File: src/rtl/sbus_pkg.sv
package sbus_pkg;
  localparam int DATA_W = 32;
  localparam int ADDR_W = 25;
  localparam int OFF_W  = 16;
  localparam int NREG   = 4;
  localparam int OPC_W  = DATA_W - ADDR_W;

  // Bus source indices; a lower index wins if the sequencer misbehaves.
  localparam int SRC_PC   = 0;
  localparam int SRC_Z    = 1;
  localparam int SRC_MDR  = 2;
  localparam int SRC_OFF  = 3;
  localparam int SRC_ADDR = 4;
  localparam int SRC_REG0 = 5;
  localparam int NSRC     = SRC_REG0 + NREG;

  typedef struct packed {
    logic [NSRC-1:0] srcSel;
    logic            pcLoad;
    logic            marLoad;
    logic            mdrLoadBus;
    logic            mdrLoadMem;
    logic            irLoad;
    logic            yLoad;
    logic            zLoad;
    logic            useConst4;
    logic            aluSub;
    logic [NREG-1:0] regLoad;
  } strobes_t;
endpackage

File: src/rtl/sbus_alu.sv
module sbus_alu
  import sbus_pkg::*;
(
  input  logic [DATA_W-1:0] opA,
  input  logic [DATA_W-1:0] opB,
  input  logic              doSub,
  output logic [DATA_W-1:0] result
);
  always_comb begin
    if (doSub) result = opA - opB;
    else       result = opA + opB;
  end
endmodule

File: src/rtl/sbus_ctrl.sv
module sbus_ctrl
  import sbus_pkg::*;
(
  input  logic            clk,
  input  logic            rstN,
  input  logic [NSRC-1:0] srcReq,
  input  logic            pcIn,
  input  logic            marIn,
  input  logic            mdrIn,
  input  logic            irIn,
  input  logic            yIn,
  input  logic            zIn,
  input  logic [NREG-1:0] regIn,
  input  logic            useConst4,
  input  logic            aluSub,
  input  logic            rdReq,
  input  logic            mfc,
  output strobes_t        strb
);
  logic readPending;
  logic readDone;

  assign readDone = mfc & (rdReq | readPending);

  // Outstanding read: raised by a request, dropped on completion.
  always_ff @(posedge clk) begin
    if (!rstN)            readPending <= 1'b0;
    else if (mfc)         readPending <= 1'b0;
    else if (rdReq)       readPending <= 1'b1;
  end

  always_comb begin
    strb.srcSel     = srcReq & (~srcReq + NSRC'(1));  // keep lowest set bit
    strb.pcLoad     = pcIn;
    strb.marLoad    = marIn;
    strb.mdrLoadMem = readDone;
    strb.mdrLoadBus = mdrIn & ~readDone;
    strb.irLoad     = irIn;
    strb.yLoad      = yIn;
    strb.zLoad      = zIn;
    strb.useConst4  = useConst4;
    strb.aluSub     = aluSub;
    strb.regLoad    = regIn;
  end

  // sequencer must never enable two bus sources together
  a_r2_single_source: assert property (@(posedge clk) disable iff (!rstN)
    $onehot0(srcReq));

  // completion always retires the outstanding read
  a_r6_pending_clears: assert property (@(posedge clk) disable iff (!rstN)
    mfc |=> !readPending);

  // stray completion never loads MDR from memory
  a_r6_stray_mfc: assert property (@(posedge clk) disable iff (!rstN)
    (mfc && !rdReq && !readPending) |-> !strb.mdrLoadMem);
endmodule

File: src/rtl/sbus_regs.sv
module sbus_regs
  import sbus_pkg::*;
(
  input  logic              clk,
  input  logic              rstN,
  input  strobes_t          strb,
  input  logic [DATA_W-1:0] memRData,
  output logic [ADDR_W-1:0] marQ,
  output logic [DATA_W-1:0] mdrQ,
  output logic [OPC_W-1:0]  irOpcode,
  output logic [OFF_W-1:0]  irOffset,
  output logic              nFlag
);
  logic [ADDR_W-1:0] pcReg;
  logic [DATA_W-1:0] irReg, yReg, zReg;
  logic [DATA_W-1:0] regFile [NREG];
  logic [DATA_W-1:0] srcVal  [NSRC];
  logic [DATA_W-1:0] busVal, aluA, aluRes;

  assign srcVal[SRC_PC]   = {{OPC_W{1'b0}}, pcReg};
  assign srcVal[SRC_Z]    = zReg;
  assign srcVal[SRC_MDR]  = mdrQ;
  assign srcVal[SRC_OFF]  = {{(DATA_W-OFF_W){irReg[OFF_W-1]}}, irReg[OFF_W-1:0]};
  assign srcVal[SRC_ADDR] = {{OPC_W{1'b0}}, irReg[ADDR_W-1:0]};

  for (genvar g = 0; g < NREG; g++) begin : gRegSrc
    assign srcVal[SRC_REG0+g] = regFile[g];
  end

  // One-hot AND-OR bus: the stand-in for tri-state drivers.
  always_comb begin
    busVal = '0;
    for (int i = 0; i < NSRC; i++)
      if (strb.srcSel[i]) busVal = busVal | srcVal[i];
  end

  assign aluA = strb.useConst4 ? DATA_W'(4) : yReg;

  sbus_alu uAlu (
    .opA   (aluA),
    .opB   (busVal),
    .doSub (strb.aluSub),
    .result(aluRes)
  );

  always_ff @(posedge clk) begin
    if (!rstN) begin
      pcReg <= '0;
      marQ  <= '0;
      mdrQ  <= '0;
      irReg <= '0;
      yReg  <= '0;
      zReg  <= '0;
      nFlag <= 1'b0;
      for (int r = 0; r < NREG; r++) regFile[r] <= '0;
    end else begin
      if (strb.pcLoad)          pcReg <= busVal[ADDR_W-1:0];
      if (strb.marLoad)         marQ  <= busVal[ADDR_W-1:0];
      if (strb.mdrLoadMem)      mdrQ  <= memRData;
      else if (strb.mdrLoadBus) mdrQ  <= busVal;
      if (strb.irLoad)          irReg <= busVal;
      if (strb.yLoad)           yReg  <= busVal;
      if (strb.zLoad) begin
        zReg  <= aluRes;
        nFlag <= aluRes[DATA_W-1];
      end
      for (int r = 0; r < NREG; r++)
        if (strb.regLoad[r]) regFile[r] <= busVal;
    end
  end

  assign irOpcode = irReg[DATA_W-1 -: OPC_W];
  assign irOffset = irReg[OFF_W-1:0];

  // resolved selection reaching the bus is never multi-hot
  a_r2_resolved_onehot: assert property (@(posedge clk) disable iff (!rstN)
    $onehot0(strb.srcSel));

  // Z only moves on a capture edge
  a_r3_z_hold: assert property (@(posedge clk) disable iff (!rstN)
    !strb.zLoad |=> $stable(zReg));

  // flag only moves on a capture edge
  a_r4_n_hold: assert property (@(posedge clk) disable iff (!rstN)
    !strb.zLoad |=> $stable(nFlag));

  // memory completion lands its data in MDR
  a_r7_mdr_mem: assert property (@(posedge clk) disable iff (!rstN)
    strb.mdrLoadMem |=> (mdrQ == $past(memRData)));
endmodule

File: src/rtl/sbus_datapath.sv
module sbus_datapath
  import sbus_pkg::*;
(
  input  logic              clk,
  input  logic              rstN,
  input  logic              pcOut,
  input  logic              zOut,
  input  logic              mdrOut,
  input  logic              offOut,
  input  logic              addrOut,
  input  logic [NREG-1:0]   regOut,
  input  logic              pcIn,
  input  logic              marIn,
  input  logic              mdrIn,
  input  logic              irIn,
  input  logic              yIn,
  input  logic              zIn,
  input  logic [NREG-1:0]   regIn,
  input  logic              useConst4,
  input  logic              aluSub,
  input  logic              rdReq,
  input  logic              wrReq,
  input  logic              mfc,
  input  logic [DATA_W-1:0] memRData,
  output logic [ADDR_W-1:0] memAddr,
  output logic              memRd,
  output logic              memWr,
  output logic [DATA_W-1:0] memWData,
  output logic [OPC_W-1:0]  irOpcode,
  output logic [OFF_W-1:0]  irOffset,
  output logic              nFlag
);
  strobes_t        strb;
  logic [NSRC-1:0] srcReq;

  assign srcReq = {regOut, addrOut, offOut, mdrOut, zOut, pcOut};
  assign memRd  = rdReq;
  assign memWr  = wrReq;

  sbus_ctrl uCtrl (
    .clk      (clk),
    .rstN     (rstN),
    .srcReq   (srcReq),
    .pcIn     (pcIn),
    .marIn    (marIn),
    .mdrIn    (mdrIn),
    .irIn     (irIn),
    .yIn      (yIn),
    .zIn      (zIn),
    .regIn    (regIn),
    .useConst4(useConst4),
    .aluSub   (aluSub),
    .rdReq    (rdReq),
    .mfc      (mfc),
    .strb     (strb)
  );

  sbus_regs uRegs (
    .clk     (clk),
    .rstN    (rstN),
    .strb    (strb),
    .memRData(memRData),
    .marQ    (memAddr),
    .mdrQ    (memWData),
    .irOpcode(irOpcode),
    .irOffset(irOffset),
    .nFlag   (nFlag)
  );
endmodule

File: config.mk
export PLATFORM = sky130hd
export DESIGN_NAME = sbus_datapath
export DESIGN_NICKNAME = d
export VERILOG_FILES = /design/src/rtl/sbus_pkg.sv /design/src/rtl/sbus_alu.sv /design/src/rtl/sbus_ctrl.sv /design/src/rtl/sbus_regs.sv /design/src/rtl/sbus_datapath.sv
export SDC_FILE = /design/constraint.sdc
export NUM_CORES = 1
export LEC_CHECK = 0
export BUFFER_PORTS_ARGS = -buffer_cell sky130_fd_sc_hd__buf_2
export CAP_MARGIN = 20
export CORE_MARGIN = 2
export CORE_UTILIZATION = 55
export CTS_CLUSTER_SIZE = 14
export DETAILED_ROUTE_END_ITERATION = 12
export HOLD_SLACK_MARGIN = 0.03
export PLACE_DENSITY_LB_ADDON = 0.25
export SLEW_MARGIN = 25
export SYNTH_ARGS = -nofsm -noshare
export SYNTH_HDL_FRONTEND = slang
export SYNTH_SLANG_ARGS = --single-unit
File: constraint.sdc
create_clock -name clk -period 14.8 [get_ports clk]
set_clock_uncertainty 0.1 [all_clocks]
set_input_delay 1.48 -clock clk [delete_from_list [all_inputs] [get_ports clk]]
set_output_delay 1.48 -clock clk [all_outputs]
set_load 0.05 [all_outputs]
== Word-level counts from Yosys, hierarchy flattened ==
Memory sizes are Yosys's and may differ from the RTL's.
Cells that the tools add are included.
W data, S select, Z words.

* Logic and storage cells: 63
* Register bits after elaboration: 180
* RAM bits: 128
* Memories: 1

* Bitwise gates (word level): 19
* Reduce and logical (&&, ||, !) cells: 2
* Mux-type cells: 30
* Add/sub/neg operators: 3

{| class="wikitable"
|+ Memory list
! name !! words !! width !! rd ports !! clocked after memory_dff !! wr ports !! RTL line !! text
|-
| uRegs.regFile || 4 || 32 || 4 || 0 || 4 || sbus_regs.sv:16 || <nowiki>logic [DATA_W-1:0] regFile [NREG];</nowiki>
|}

{| class="wikitable"
|+ Operator list
! operator !! count
|-
| $mux W32 || 16
|-
| $or A32 B32 Y32 || 7
|-
| $add A32 B32 Y32 || 1
|-
| $or A32 B25 Y32 || 1
|-
| $sub A32 B32 Y32 || 1
|-
| $mux W25 || 1
|-
| $mux W1 || 13
|-
| $add A9 B1 Y9 const B || 1
|-
| $and A9 B9 Y9 || 1
|-
| $not A9 Y9 || 1
|-
| $or A1 B1 Y1 || 5
|-
| $and A1 B1 Y1 || 2
|-
| $not A1 Y1 || 2
|-
| $reduce_bool A2 Y1 || 1
|-
| $reduce_or A2 Y1 || 1
|}

== Longest topological paths before layout ==
* Depth after elaboration: 22
* Gate-level depth with buffers: 25
* Mapped depth without buffers: 21

== Cells and area by module ==
From an unflattened synthesis, not the netlist that was laid out.

* Cells, all modules: 1639
* Area, all modules: 15942.8 um^2

{| class="wikitable"
|+ By module, submodules not included
! module !! area each (um^2) !! cells each !! times used
|-
| sbus_regs || 13294.0 || 1249 || 1
|-
| sbus_alu || 2398.6 || 356 || 1
|-
| sbus_ctrl || 235.2 || 32 || 1
|-
| sbus_datapath || 15.0 || 2 || 1
|}

== Worst setup path after synthesis ==
Ideal clock, no wire load.

* Path type: in2reg
* From: input zOut
* To: register uRegs.nFlag
* Cell stages on the path: 24
* Slack: 8.522 ns
* Arrival: 6.057 ns
* Setup time: 0.121 ns
* Cells stage by stage: or3_1 -> buf_4 -> nor4b_2 -> buf_2 -> buf_2 -> a21oi_1 -> clkbuf_1 -> ha_1 -> nand2_1 -> nor3_1 -> nand4_1 -> o21ba_2 -> xnor2_1 -> ha_1 -> clkbuf_1 -> a21oi_1 -> o21ai_0 -> o41ai_1 -> o22ai_1 -> nor4b_1 -> nor3_1 -> o41ai_1 -> and3_1 -> o31ai_2

* Cells in the longest elaborated chain, start to end: 20

{| class="wikitable"
|+ RTL lines
! item !! RTL line !! text
|-
| start, declared || sbus_datapath.sv:7 || <nowiki>input logic zOut,</nowiki>
|-
| $not A9 Y9 || sbus_ctrl.sv:33 || <nowiki>strb.srcSel = srcReq & (~srcReq + NSRC'(1));</nowiki>
|-
| $add A9 B1 Y9 || sbus_ctrl.sv:33 ||
|-
| $and A9 B9 Y9 (*) || sbus_ctrl.sv:33 ||
|-
| $mux W32 || sbus_regs.sv:34 || <nowiki>if (strb.srcSel[i]) busVal = busVal | srcVal[i];</nowiki>
|-
| $or A32 B32 Y32 || sbus_regs.sv:34 ||
|-
| $mux W32 || sbus_regs.sv:34 ||
|-
| $or A32 B32 Y32 || sbus_regs.sv:34 ||
|-
| $mux W32 || sbus_regs.sv:34 ||
|-
| [4 not listed] || n/a ||
|-
| $or A32 B32 Y32 || sbus_regs.sv:34 ||
|-
| $mux W32 || sbus_regs.sv:34 ||
|-
| $or A32 B32 Y32 || sbus_regs.sv:34 ||
|-
| $mux W32 || sbus_regs.sv:34 ||
|-
| $or A32 B32 Y32 || sbus_regs.sv:34 ||
|-
| $mux W32 (*) || sbus_regs.sv:34 ||
|-
| $add A32 B32 Y32 / $sub A32 B32 Y32 (equally long branches) || sbus_alu.sv:11, sbus_alu.sv:10 ||
|-
| $mux W32 (*) || sbus_alu.sv:10 || <nowiki>if (doSub) result = opA - opB;</nowiki>
|-
| end signal, assigned || sbus_regs.sv:65 || <nowiki>nFlag <= aluRes[DATA_W-1];</nowiki>
|-
| end, declared || sbus_regs.sv:12 || <nowiki>output logic nFlag</nowiki>
|}

Every way passes the cells marked *; elsewhere a longest branch is shown, timed or not.
A chain may end at the register's enable or synchronous reset.

== Worst setup path after layout ==
Ends and elaborated chain as after synthesis.

==> flow_summary.toml <==
[status]
status = "complete, no violations"

[route]
wl_met2_um = 20800
wl_um = 46400
route.top_layer_used = "met4"
wl_met1_um = 19700
drc = 0
wl_met3_um = 4980
ant_nets = 0
first_iter_violations = 1484
vias_per_cell = 6.25
detail_route.wl_per_cell_um = 21.8
vias = 13300
drt-pass1-iter-count = 5

[synthesis]
syn_inst = 1716
synthFlopType = "dfxtp_1"
syn-num-nets = 1807
ys_seq_area_frac = 0.460
synth_area_um2 = 16100
synth_edf_count = 128
async_flop_share = 0
synth.avg_cell_area_um2 = 9.41
ys_seq_elements = 307
ys_types = 73
yosysWarningCount = 0

[clocking]
clock_tree.root_cell = "clkbuf_16"
clock-sinks = 307
ctsResizeCount = 0
clockBufferDepth = 3
cts.clk_slew.worst_paths_ns = 0.06
numCtsBuffers = 31
tritoncts = "done"
post_cts_buffers = 0
clkLatencyLatePin_ns = 0.56
ctsHoldBuffers = 0
cts_htree_levels = 1

[finish]
final_cell_mix = "196 x nor2_1, 183 x nand2_1, 179 x dfxtp_1"
syn_to_final_growth_pct = 10.1
layout_commonest_cell = "nor2_1"
final_util = 0.618
final_nets = 1813
diodes = 0
fillerInstances = 2442
drive_gt1_frac = 0.151

[sta]
worstMarginPinSlew_ns = 0.980
slew-limit-headroom = 0.346
setup_viol = 0
max_freq_mhz = 130
grt_setup_unrepaired = "no"
hold_viol = 0
min_period_ns = 7.70
fin_tns_setup_ns = 0
maxSlewViolCount = 0
finalCritPeriodShare = 0.520

[worst_hold_path]
min_to = "uRegs.yReg[28]"
worstHoldStart = "uRegs.yReg[28]"
hold_class = "reg2reg"
hold_depth = 1

[worst_setup_path]
end_kind = "flop"
worstPathRequired_ns = 15.18
reg2reg_depth = 20
critical_path_buf_inv_count = 2
cp_max_fo = 68
worstSetupPathType = "in2reg"
startpoint_type = "input port"
crit_top_cell = "and3_1"
max_stage_delay_ns = 0.73
r2r_slack_ns = 8.88
critical-path-top-delay-family = "simple AND/OR/NAND/NOR gates"
timing.rr.start = "uRegs.mdrQ[0]"
timing.rr.end = "uRegs.nFlag"
path_cells = "buf_2, buf_4, or3_1, nor2_1, a221o_1, a211oi_2, nand4b_1, nor4_4, a21oi_1, xor2_1, ha_1, and3_1, nand3_1, a2111oi_0, nor4b_1, nor3_1, o41ai_1, and3_1, o31ai_2"
cp_slowest_cell = "a211oi_2"
critical_path_arrival_ns = 8.08

[pwr]
p_per_area_nw_per_um2 = 127
leakagePower_nw = 8.22
ir_drop_uv = 95.9

[placement]
io_buffer_count = 138
hpwl_um = 30100
routabilityCongestion = 0.879

[floorplan]
fp.dieW_um = 175
die_area_um2 = 30700
die_h_um = 175
core-area_um2 = 28800
rows = 62
start_util = 0.561
io-pin-count = 141

[global_route]
grt_pass1_wl_um = 71600
grt_pass1_vias = 12500
grt_antenna_before_repair = 0
grt_usage = 0.295
grt.overflow.total = 0
grt_max_degree = 115

[job]
cap_violations = 0
==> how the worst max path moves through the flow <==
stage          startpoint     endpoint  slack [ns]  cells after the start
2_1_floorplan        zOut  uRegs.nFlag        8.52                     24
4_1_cts            mdrOut  uRegs.nFlag        7.17                     18
3_3_place_gp         zOut  uRegs.nFlag        6.91                     19
6_report             zOut  uRegs.nFlag        7.10                     19
5_1_grt              zOut  uRegs.nFlag        6.60                     19
3_5_place_dp         zOut  uRegs.nFlag        6.62                     19
==> worst register-to-register path, stage by stage (launching register included) <==
cell and delay [ns]:
dfxtp_1 0.34, nand3b_1 0.11, a31oi_1 0.16, nand4b_1 0.30, a21oi_1 0.27, ha_1 0.26
nand2_1 0.09, nor3_1 0.46, nand4_1 0.26, nor4_2 0.65, a31oi_1 0.19, xor2_1 0.18
ha_1 0.41, and3_1 0.21, nand3_1 0.08, a2111oi_0 0.70, nor4b_1 0.21, nor3_1 0.37
o41ai_1 0.14, and3_1 0.17, o31ai_2 0.16
==> through the flow <==
stage | hold WS [ns] | cells | setup slack [ns] | cell area (um^2) | total power [mW]
5_1_grt | 0.388 | 2128 | 6.60 | 17800 | 2.34
6_report | 0.371 | 2128 | 7.10 | 17800 | 2.26
2_1_floorplan | 0.347 | 1716 | 8.52 | 16100 | 1.34
3_5_place_dp | 0.360 | 2073 | 6.62 | 16700 | 1.46
4_1_cts | 0.374 | 2128 | 7.17 | 17800 | 2.26
3_3_place_gp | 0.352 | 2073 | 6.91 | 16700 | 1.45
==> kinds of logic (layout without fill, tap and decap cells) <==
logic type,Yosys count,after routing,synth area share
DFF,307,307,0.460
adders and majority gates,33,33,0.0260
buffers and inverters,223,251,0.0671
xor gates and xnor gates,48,48,0.0260
and+or+nand+nor,634,634,0.193
muxes,18,18,0.0112
AOI/OAI and AO/OA,453,453,0.216
==> state kept, by name, indices dropped and copies added, names as in the netlist, 25 cells and up <==
register	flops
uRegs.irReg	32
uRegs.zReg	31
uRegs.mdrQ	32
uRegs.regFile	128
uRegs.yReg	32
uRegs.pcReg	25
uRegs.marQ	25
==> power breakdown <==
group | leakage [nW] | switching, mW | total [mW] | internal, mW
clock | 0.531 | 0.330 | 0.802 | 0.472
sequential | 2.90 | 0.0403 | 0.990 | 0.950
combinational | 4.79 | 0.310 | 0.468 | 0.158
total | 8.22 | 0.681 | 2.26 | 1.58
==> Yosys cell counts, types with 11 or more instances <==
cell type  number  share of area
nand3_1        15         0.0046
xnor2_1        20          0.011
and3_1         13         0.0050
clkbuf_1      124          0.029
a221o_1        11         0.0068
a21oi_1       107          0.033
a22o_1         11         0.0060
ha_1           32          0.025
nand3b_1       36          0.017
buf_1          13         0.0030
nand2b_1       14         0.0054
edfxtp_1      128           0.24
xor2_1         28          0.015
inv_1          15         0.0035
nor3_1         23         0.0071
a31oi_1        16         0.0062
buf_2          11         0.0034
buf_4          58          0.027
o211a_1       119          0.074
nor2b_1        95          0.037
a211oi_1       49          0.023
o21ai_0        24         0.0074
mux2i_1        17          0.011
nor2_1        196          0.046
dfxtp_1       179           0.22
o21a_1         11         0.0051
nand2_1       183          0.043
a22oi_1        15         0.0070
a21o_1         11         0.0051
==> layout make-up <==
cell class / instances / area, um^2 / area share
Sequential cell: 307 / 7430 / 0.418
Tap cell: 384 / 480 / 0.0270
Multi-Input combinational cell: 1186 / 7730 / 0.435
Clock buffer: 46 / 980 / 0.0551
Clock inverter: 9 / 73.8 / 0.00415
Timing Repair Buffer: 181 / 1030 / 0.0578
Inverter: 15 / 56.3 / 0.00317
==> layer usage <==
metal,GRT usage,vias to the layer above
met5,0,-
met3,0.0665,72
met2,0.449,675
met1,0.425,6383
li1,-,6160
met4,0.0792,0
Power figures use the tool's default switching activity.
